## config.mk

```make
export PLATFORM = sky130hd
export DESIGN_NAME = pattern_out_stage
export DESIGN_NICKNAME = d
export VERILOG_FILES = /design/src/rtl/pos_pkg.sv /design/src/rtl/pos_power_fsm.sv /design/src/rtl/pos_trig_sel.sv /design/src/rtl/pos_regfile.sv /design/src/rtl/pattern_out_stage.sv
export SDC_FILE = /design/constraint.sdc
export NUM_CORES = 1
export LEC_CHECK = 0
export BUFFER_PORTS_ARGS = -buffer_cell sky130_fd_sc_hd__buf_2
export CORE_MARGIN = 1
export CORE_UTILIZATION = 45
export DETAILED_ROUTE_END_ITERATION = 16
export GPL_TIMING_DRIVEN = 0
export PLACE_DENSITY = 0.68
export SYNTH_ARGS = -nofsm -noshare
export SYNTH_HDL_FRONTEND = slang
export SYNTH_SLANG_ARGS = --single-unit
```

## constraint.sdc

```tcl
create_clock -name clk -period 5.2 [get_ports clk]
set_input_delay 1.56 -clock clk [delete_from_list [all_inputs] [get_ports clk]]
set_output_delay 1.56 -clock clk [all_outputs]
set_load 0.01 [all_outputs]
```

## src/rtl/pos_pkg.sv

```systemverilog
package pos_pkg;

    typedef enum logic [1:0] {
        PM_RUN     = 2'd0,
        PM_SW_STBY = 2'd1,
        PM_HW_STBY = 2'd2
    } pm_state_e;

    localparam int unsigned OFS_W = 2;

    localparam logic [OFS_W-1:0] OFS_NEXT   = 2'd0;
    localparam logic [OFS_W-1:0] OFS_MASK   = 2'd1;
    localparam logic [OFS_W-1:0] OFS_PORT   = 2'd2;
    localparam logic [OFS_W-1:0] OFS_CTRL   = 2'd3;

endpackage

```

## src/rtl/pos_power_fsm.sv

```systemverilog
module pos_power_fsm
    import pos_pkg::*;
(
    input  logic clk,
    input  logic rst_n,
    input  logic hw_stby_i,
    input  logic sw_stby_i,
    output logic run_o,
    output logic clr_o
);

    pm_state_e state_q;
    pm_state_e state_d;

    // State register
    always_ff @(posedge clk or negedge rst_n) begin
        if (!rst_n) begin
            state_q <= PM_RUN;
        end else begin
            state_q <= state_d;
        end
    end

    // Next-state logic
    always_comb begin
        state_d = state_q;
        unique case (state_q)
            PM_RUN: begin
                if (hw_stby_i) begin
                    state_d = PM_HW_STBY;
                end else if (sw_stby_i) begin
                    state_d = PM_SW_STBY;
                end
            end
            PM_SW_STBY: begin
                if (hw_stby_i) begin
                    state_d = PM_HW_STBY;
                end else if (!sw_stby_i) begin
                    state_d = PM_RUN;
                end
            end
            PM_HW_STBY: begin
                if (!hw_stby_i) begin
                    state_d = sw_stby_i ? PM_SW_STBY : PM_RUN;
                end
            end
            default: state_d = PM_RUN;
        endcase
    end

    // Moore outputs
    always_comb begin
        run_o = 1'b0;
        clr_o = 1'b0;
        unique case (state_q)
            PM_RUN:     run_o = 1'b1;
            PM_SW_STBY: ;
            PM_HW_STBY: clr_o = 1'b1;
            default:    ;
        endcase
    end

    // hardware standby wins over software standby
    assert_hw_priority_R10: assert property (@(posedge clk) disable iff (!rst_n)
        hw_stby_i |=> (state_q == PM_HW_STBY));

    // both requests low returns to run
    assert_exit_to_run_R11: assert property (@(posedge clk) disable iff (!rst_n)
        (!hw_stby_i && !sw_stby_i) |=> run_o);

endmodule

```

## src/rtl/pos_trig_sel.sv

```systemverilog
module pos_trig_sel #(
    parameter int unsigned NUM_STROBES = 4,
    parameter int unsigned SEL_W       = 2
) (
    input  logic                   clk,
    input  logic                   rst_n,
    input  logic [NUM_STROBES-1:0] strobe_i,
    input  logic [SEL_W-1:0]       sel_i,
    output logic                   trig_o
);

    logic picked;
    logic picked_q;

    always_comb begin
        picked = 1'b0;
        for (int i = 0; i < NUM_STROBES; i++) begin
            if (int'(sel_i) == i) begin
                picked = strobe_i[i];
            end
        end
    end

    always_ff @(posedge clk or negedge rst_n) begin
        if (!rst_n) begin
            picked_q <= 1'b0;
        end else begin
            picked_q <= picked;
        end
    end

    assign trig_o = picked & ~picked_q;

    // a trigger never lasts two consecutive cycles
    assert_single_pulse_R5: assert property (@(posedge clk) disable iff (!rst_n)
        trig_o |=> !trig_o);

endmodule

```

## src/rtl/pos_regfile.sv

```systemverilog
module pos_regfile
    import pos_pkg::*;
#(
    parameter int unsigned DATA_W = 8,
    parameter int unsigned SEL_W  = 2
) (
    input  logic              clk,
    input  logic              rst_n,
    input  logic              run_i,
    input  logic              clr_i,
    input  logic              trig_i,
    input  logic [OFS_W-1:0]  addr_i,
    input  logic              wr_en_i,
    input  logic [DATA_W-1:0] wdata_i,
    output logic [DATA_W-1:0] rdata_o,
    output logic [DATA_W-1:0] port_o,
    output logic [SEL_W-1:0]  sel_o
);

    localparam int unsigned PAD_W = DATA_W - SEL_W;

    logic [DATA_W-1:0] nd_q;
    logic [DATA_W-1:0] en_q;
    logic [DATA_W-1:0] pd_q;
    logic [SEL_W-1:0]  sel_q;

    logic wr_nd, wr_en_reg, wr_pd, wr_ctl;

    assign wr_nd     = run_i && wr_en_i && (addr_i == OFS_NEXT);
    assign wr_en_reg = run_i && wr_en_i && (addr_i == OFS_MASK);
    assign wr_pd     = run_i && wr_en_i && (addr_i == OFS_PORT);
    assign wr_ctl    = run_i && wr_en_i && (addr_i == OFS_CTRL);

    always_ff @(posedge clk or negedge rst_n) begin
        if (!rst_n) begin
            nd_q <= '0;
        end else if (wr_nd) begin
            nd_q <= wdata_i;
        end
    end

    always_ff @(posedge clk or negedge rst_n) begin
        if (!rst_n) begin
            en_q <= '0;
        end else if (clr_i) begin
            en_q <= '0;
        end else if (wr_en_reg) begin
            en_q <= wdata_i;
        end
    end

    always_ff @(posedge clk or negedge rst_n) begin
        if (!rst_n) begin
            sel_q <= '0;
        end else if (wr_ctl) begin
            sel_q <= wdata_i[SEL_W-1:0];
        end
    end

    // Per-bit port data: bus write first, then masked transfer
    for (genvar b = 0; b < DATA_W; b++) begin : g_port_bit
        always_ff @(posedge clk or negedge rst_n) begin
            if (!rst_n) begin
                pd_q[b] <= 1'b0;
            end else if (wr_pd) begin
                pd_q[b] <= wdata_i[b];
            end else if (run_i && trig_i && en_q[b]) begin
                pd_q[b] <= nd_q[b];
            end
        end
    end

    always_comb begin
        unique case (addr_i)
            OFS_NEXT: rdata_o = nd_q;
            OFS_MASK: rdata_o = en_q;
            OFS_PORT: rdata_o = pd_q;
            OFS_CTRL: rdata_o = {{PAD_W{1'b0}}, sel_q};
            default:  rdata_o = '0;
        endcase
    end

    assign port_o = pd_q;
    assign sel_o  = sel_q;

    // enabled bits take the staged pattern on a trigger
    assert_masked_copy_R3: assert property (@(posedge clk) disable iff (!rst_n)
        (run_i && trig_i && !(wr_en_i && addr_i == OFS_PORT))
        |=> ((pd_q & $past(en_q)) == ($past(nd_q) & $past(en_q))));

    // disabled bits never move on a trigger
    assert_disabled_hold_R4: assert property (@(posedge clk) disable iff (!rst_n)
        (run_i && trig_i && !(wr_en_i && addr_i == OFS_PORT))
        |=> (((pd_q ^ $past(pd_q)) & ~$past(en_q)) == '0));

    // a bus write to the port wins over a concurrent transfer
    assert_cpu_wins_R7: assert property (@(posedge clk) disable iff (!rst_n)
        (run_i && wr_en_i && addr_i == OFS_PORT) |=> (pd_q == $past(wdata_i)));

    // hardware standby clears the mask
    assert_hw_clears_mask_R8: assert property (@(posedge clk) disable iff (!rst_n)
        clr_i |=> (en_q == '0));

    // software standby freezes every register
    assert_sw_freeze_R9: assert property (@(posedge clk) disable iff (!rst_n)
        (!run_i && !clr_i) |=> ($stable(nd_q) && $stable(en_q) && $stable(pd_q) && $stable(sel_q)));

endmodule

```

## src/rtl/pattern_out_stage.sv

```systemverilog
module pattern_out_stage
    import pos_pkg::*;
#(
    parameter int unsigned DATA_W      = 8,
    parameter int unsigned NUM_STROBES = 4
) (
    input  logic                   clk,
    input  logic                   rst_n,
    input  logic                   hw_stby,
    input  logic                   sw_stby,
    input  logic [OFS_W-1:0]       addr,
    input  logic                   wr_en,
    input  logic [DATA_W-1:0]      wdata,
    output logic [DATA_W-1:0]      rdata,
    input  logic [NUM_STROBES-1:0] cmp_strobe,
    output logic [DATA_W-1:0]      port_out
);

    localparam int unsigned SEL_W = (NUM_STROBES > 1) ? $clog2(NUM_STROBES) : 1;

    logic             run;
    logic             clr;
    logic             trig;
    logic [SEL_W-1:0] sel;

    pos_power_fsm u_fsm (
        .clk       (clk),
        .rst_n     (rst_n),
        .hw_stby_i (hw_stby),
        .sw_stby_i (sw_stby),
        .run_o     (run),
        .clr_o     (clr)
    );

    pos_trig_sel #(
        .NUM_STROBES (NUM_STROBES),
        .SEL_W       (SEL_W)
    ) u_trig (
        .clk      (clk),
        .rst_n    (rst_n),
        .strobe_i (cmp_strobe),
        .sel_i    (sel),
        .trig_o   (trig)
    );

    pos_regfile #(
        .DATA_W (DATA_W),
        .SEL_W  (SEL_W)
    ) u_regs (
        .clk     (clk),
        .rst_n   (rst_n),
        .run_i   (run),
        .clr_i   (clr),
        .trig_i  (trig),
        .addr_i  (addr),
        .wr_en_i (wr_en),
        .wdata_i (wdata),
        .rdata_o (rdata),
        .port_o  (port_out),
        .sel_o   (sel)
    );

endmodule

```

==> results.json <==
{
  "p_leak_uw": 0.000906,
  "fp.dieW_um": 60.3,
  "fin_nets": 199,
  "max_clock_freq_ghz": 0.232,
  "ctsRootBufferMaster": "clkbuf_4",
  "cap_viol_max_count": 0,
  "synth_top_cells_by_count": "dfrtp_1, inv_1, mux2i_1",
  "gr-total-overflow": 0,
  "n_antenna_cell": 0,
  "htreeDepth": 2,
  "grt_max_degree": 30,
  "synth_edf_count": 0,
  "rsz0062_at_grt": "false",
  "fp.dieArea_um2": 3640,
  "cp_max_fo": 10,
  "fin_hold_ws_ns": 0.539,
  "synth_cell_type_count": 23,
  "setup_viol": 0,
  "holdCritStartpoint": "u_regs.nd_q[6]$_DFFE_PN0P_",
  "grt_pass1_vias": 1256,
  "cts-hold-fix-buffers": 0,
  "clockBufferDepth": 2,
  "viasPerCell": 5.76,
  "ys_top_cells_by_area": "dfrtp_1, mux2i_1, mux2_2, a31o_2, mux4_2",
  "initial_core_util_pct": 49.0,
  "dr_total_vias": 1295,
  "drive_gt1_share_pct": 37.6,
  "wl_per_cell_um": 16.6,
  "peakVddDrop_mv": 0.161,
  "reg2reg_from": "u_fsm.state_q[1]$_DFFE_PN0P_",
  "drt_pass1_iterations": 4,
  "synth_nets": 158,
  "drt_iter0_markers": 82,
  "cts.sink_count": 29,
  "slew_violations": 0,
  "synth_top_area_share_pct": 47.4,
  "cts_repair_resize_count": 0,
  "io_buffers": 34,
  "io_pins": 35,
  "cts.clk_slew.worst_paths_ns": 0.08,
  "place_hpwl_mm": 2.51,
  "grt_usage_pct": 23.7,
  "routed_wl_mm": 3.73,
  "seq_area_frac_synth_pct": 47.4,
  "cts_setup_buffers": 0,
  "p_per_area_nw_per_um2": 351,
  "crit_required_ns": 3.64,
  "yosys_register_bits": 29,
  "cp-startpoint": "addr[1]",
  "clock_skew_ns": 0.00297,
  "outcome": "complete, no violations",
  "min_period_ns": 4.31,
  "async_reset_ff_share_pct": 100,
  "postSynthCellCount": 139,
  "hold_viol_final": 0,
  "fp-row-count": 20,
  "cts_tree": "done",
  "core_area_um2": 3130,
  "synthesis.area_um2": 1530,
  "fill_cells": 293,
  "syn_area_per_cell_um2": 11.0,
  "cp-end-kind": "output pin",
  "min_path_type": "flop to flop",
  "yosys_warnings": 0,
  "antenna_found_initial": 0,
  "synth_most_common_cell": "dfrtp_1",
  "place_congestion": 0.780,
  "cts_buffers": 5,
  "synth_ff_type": "dfrtp_1",
  "finalCritPeriodShare_pct": 82.8,
  "dieHeight_um": 60.3,
  "ant_nets": 0,
  "tightest_slew_ns": 0.935,
  "clock_latency_ns": 0.33,
  "synth_top_area_cell": "dfrtp_1",
  "path_class": "input port to output pin",
  "tns_ns": 0,
  "cp.arrival_ns": 2.75,
  "grt_first_pass_wirelength_mm": 6.01,
  "relSlewSlack_pct": 37.2,
  "area_growth_syn_to_layout_pct": 17.9,
  "drc": 0,
  "cp-start-kind": "input port"
}
## cell usage in the layout (no fill, tap or decap), drive strengths merged
cell type / synthesis / layout
nor3: 10 / 10
buf: 7 / 41
a211oi: 1 / 1
mux2: 10 / 10
dfrtp: 29 / 29
nand4: 9 / 9
clkbuf: 2 / 10
mux2i: 14 / 14
a21boi: 1 / 1
o22ai: 6 / 6
a31oi: 8 / 8
or2b: 1 / 1
inv: 17 / 17
or3b: 2 / 2
nand2: 8 / 8
or2: 1 / 1
nor2: 1 / 1
mux4: 3 / 3
a31o: 8 / 8
nand2b: 1 / 1
## metrics by stage
step / instance area [um2] / total power, uW / cells / util [%] / setup WS (ns)
floorplan: 1530 / 433 / 139 / - / 1.26
global placement: 1760 / 502 / 217 / 56.2 / 0.926
detailed placement: 1760 / 509 / 217 / 56.2 / 0.903
CTS: 1810 / 636 / 225 / 57.7 / 0.904
global route: 1810 / 675 / 225 / 57.7 / 0.854
finish: 1810 / 634 / 225 / 57.7 / 0.892
## registers in the layout, indices dropped and copies added, names as in the netlist
signal,cells
u_regs.en_q,8
u_regs.nd_q,8
u_regs.port_o,8
u_fsm.state_q,2
u_regs.sel_o,2
u_trig.picked_q,1
## per-layer routing
layer | up-vias | global-route usage [%] | share of wire (%)
met3 | 5 | 7.04 | 8.0
met5 | - | 0 | 0
met4 | 0 | 8.64 | 0.96
met2 | 54 | 37.2 | 49
li1 | 591 | - | -
met1 | 645 | 31.3 | 42
## path summary, 6_finish.rpt
path	end	slack, ns	depth (start not counted)
max	rdata[1]	0.89	4
min	u_regs.nd_q[6]$_DFFE_PN0P_	0.54	1
max reg2reg	u_regs.port_o[0]$_DFFE_PN0P_	3.21	4
min reg2reg	u_regs.nd_q[6]$_DFFE_PN0P_	0.54	1
max in group asynchronous	u_regs.nd_q[6]$_DFFE_PN0P_	3.53	1
min in group asynchronous	u_regs.en_q[5]$_DFFE_PN0P_	1.24	1
## logic make-up (layout without fill, tap and decap cells)
kind of cell	after synthesis	count (layout)	share of synthesized area [%]
simple gates	33	33	12.3
compound gates	24	24	11.3
mux	27	27	20.9
buf+inv	26	68	8.09
flops	29	29	47.4
## critical path, stage by stage
cell      delay [ns]
buf_2           0.09
clkbuf_1        0.53
mux4_2          0.41
buf_2           0.15
## area by class of cell
type	count	area [um2]	area share, %
tap	44	55.1	3.05
clock buffer	8	48.8	2.70
inverter	17	63.8	3.53
timing repair buffer	34	170	9.42
multi-input combinational	84	682	37.8
sequential	29	726	40.2
buffer	9	60.1	3.33
## where the power goes
part / internal [uW] / total, uW / leakage [uW] / switching [uW]
clock: 53.8 / 129 / 0.0000265 / 75.7
sequential: 272 / 305 / 0.000354 / 32.9
combinational: 96.8 / 200 / 0.000525 / 103
(Power assumes the default switching activity.)
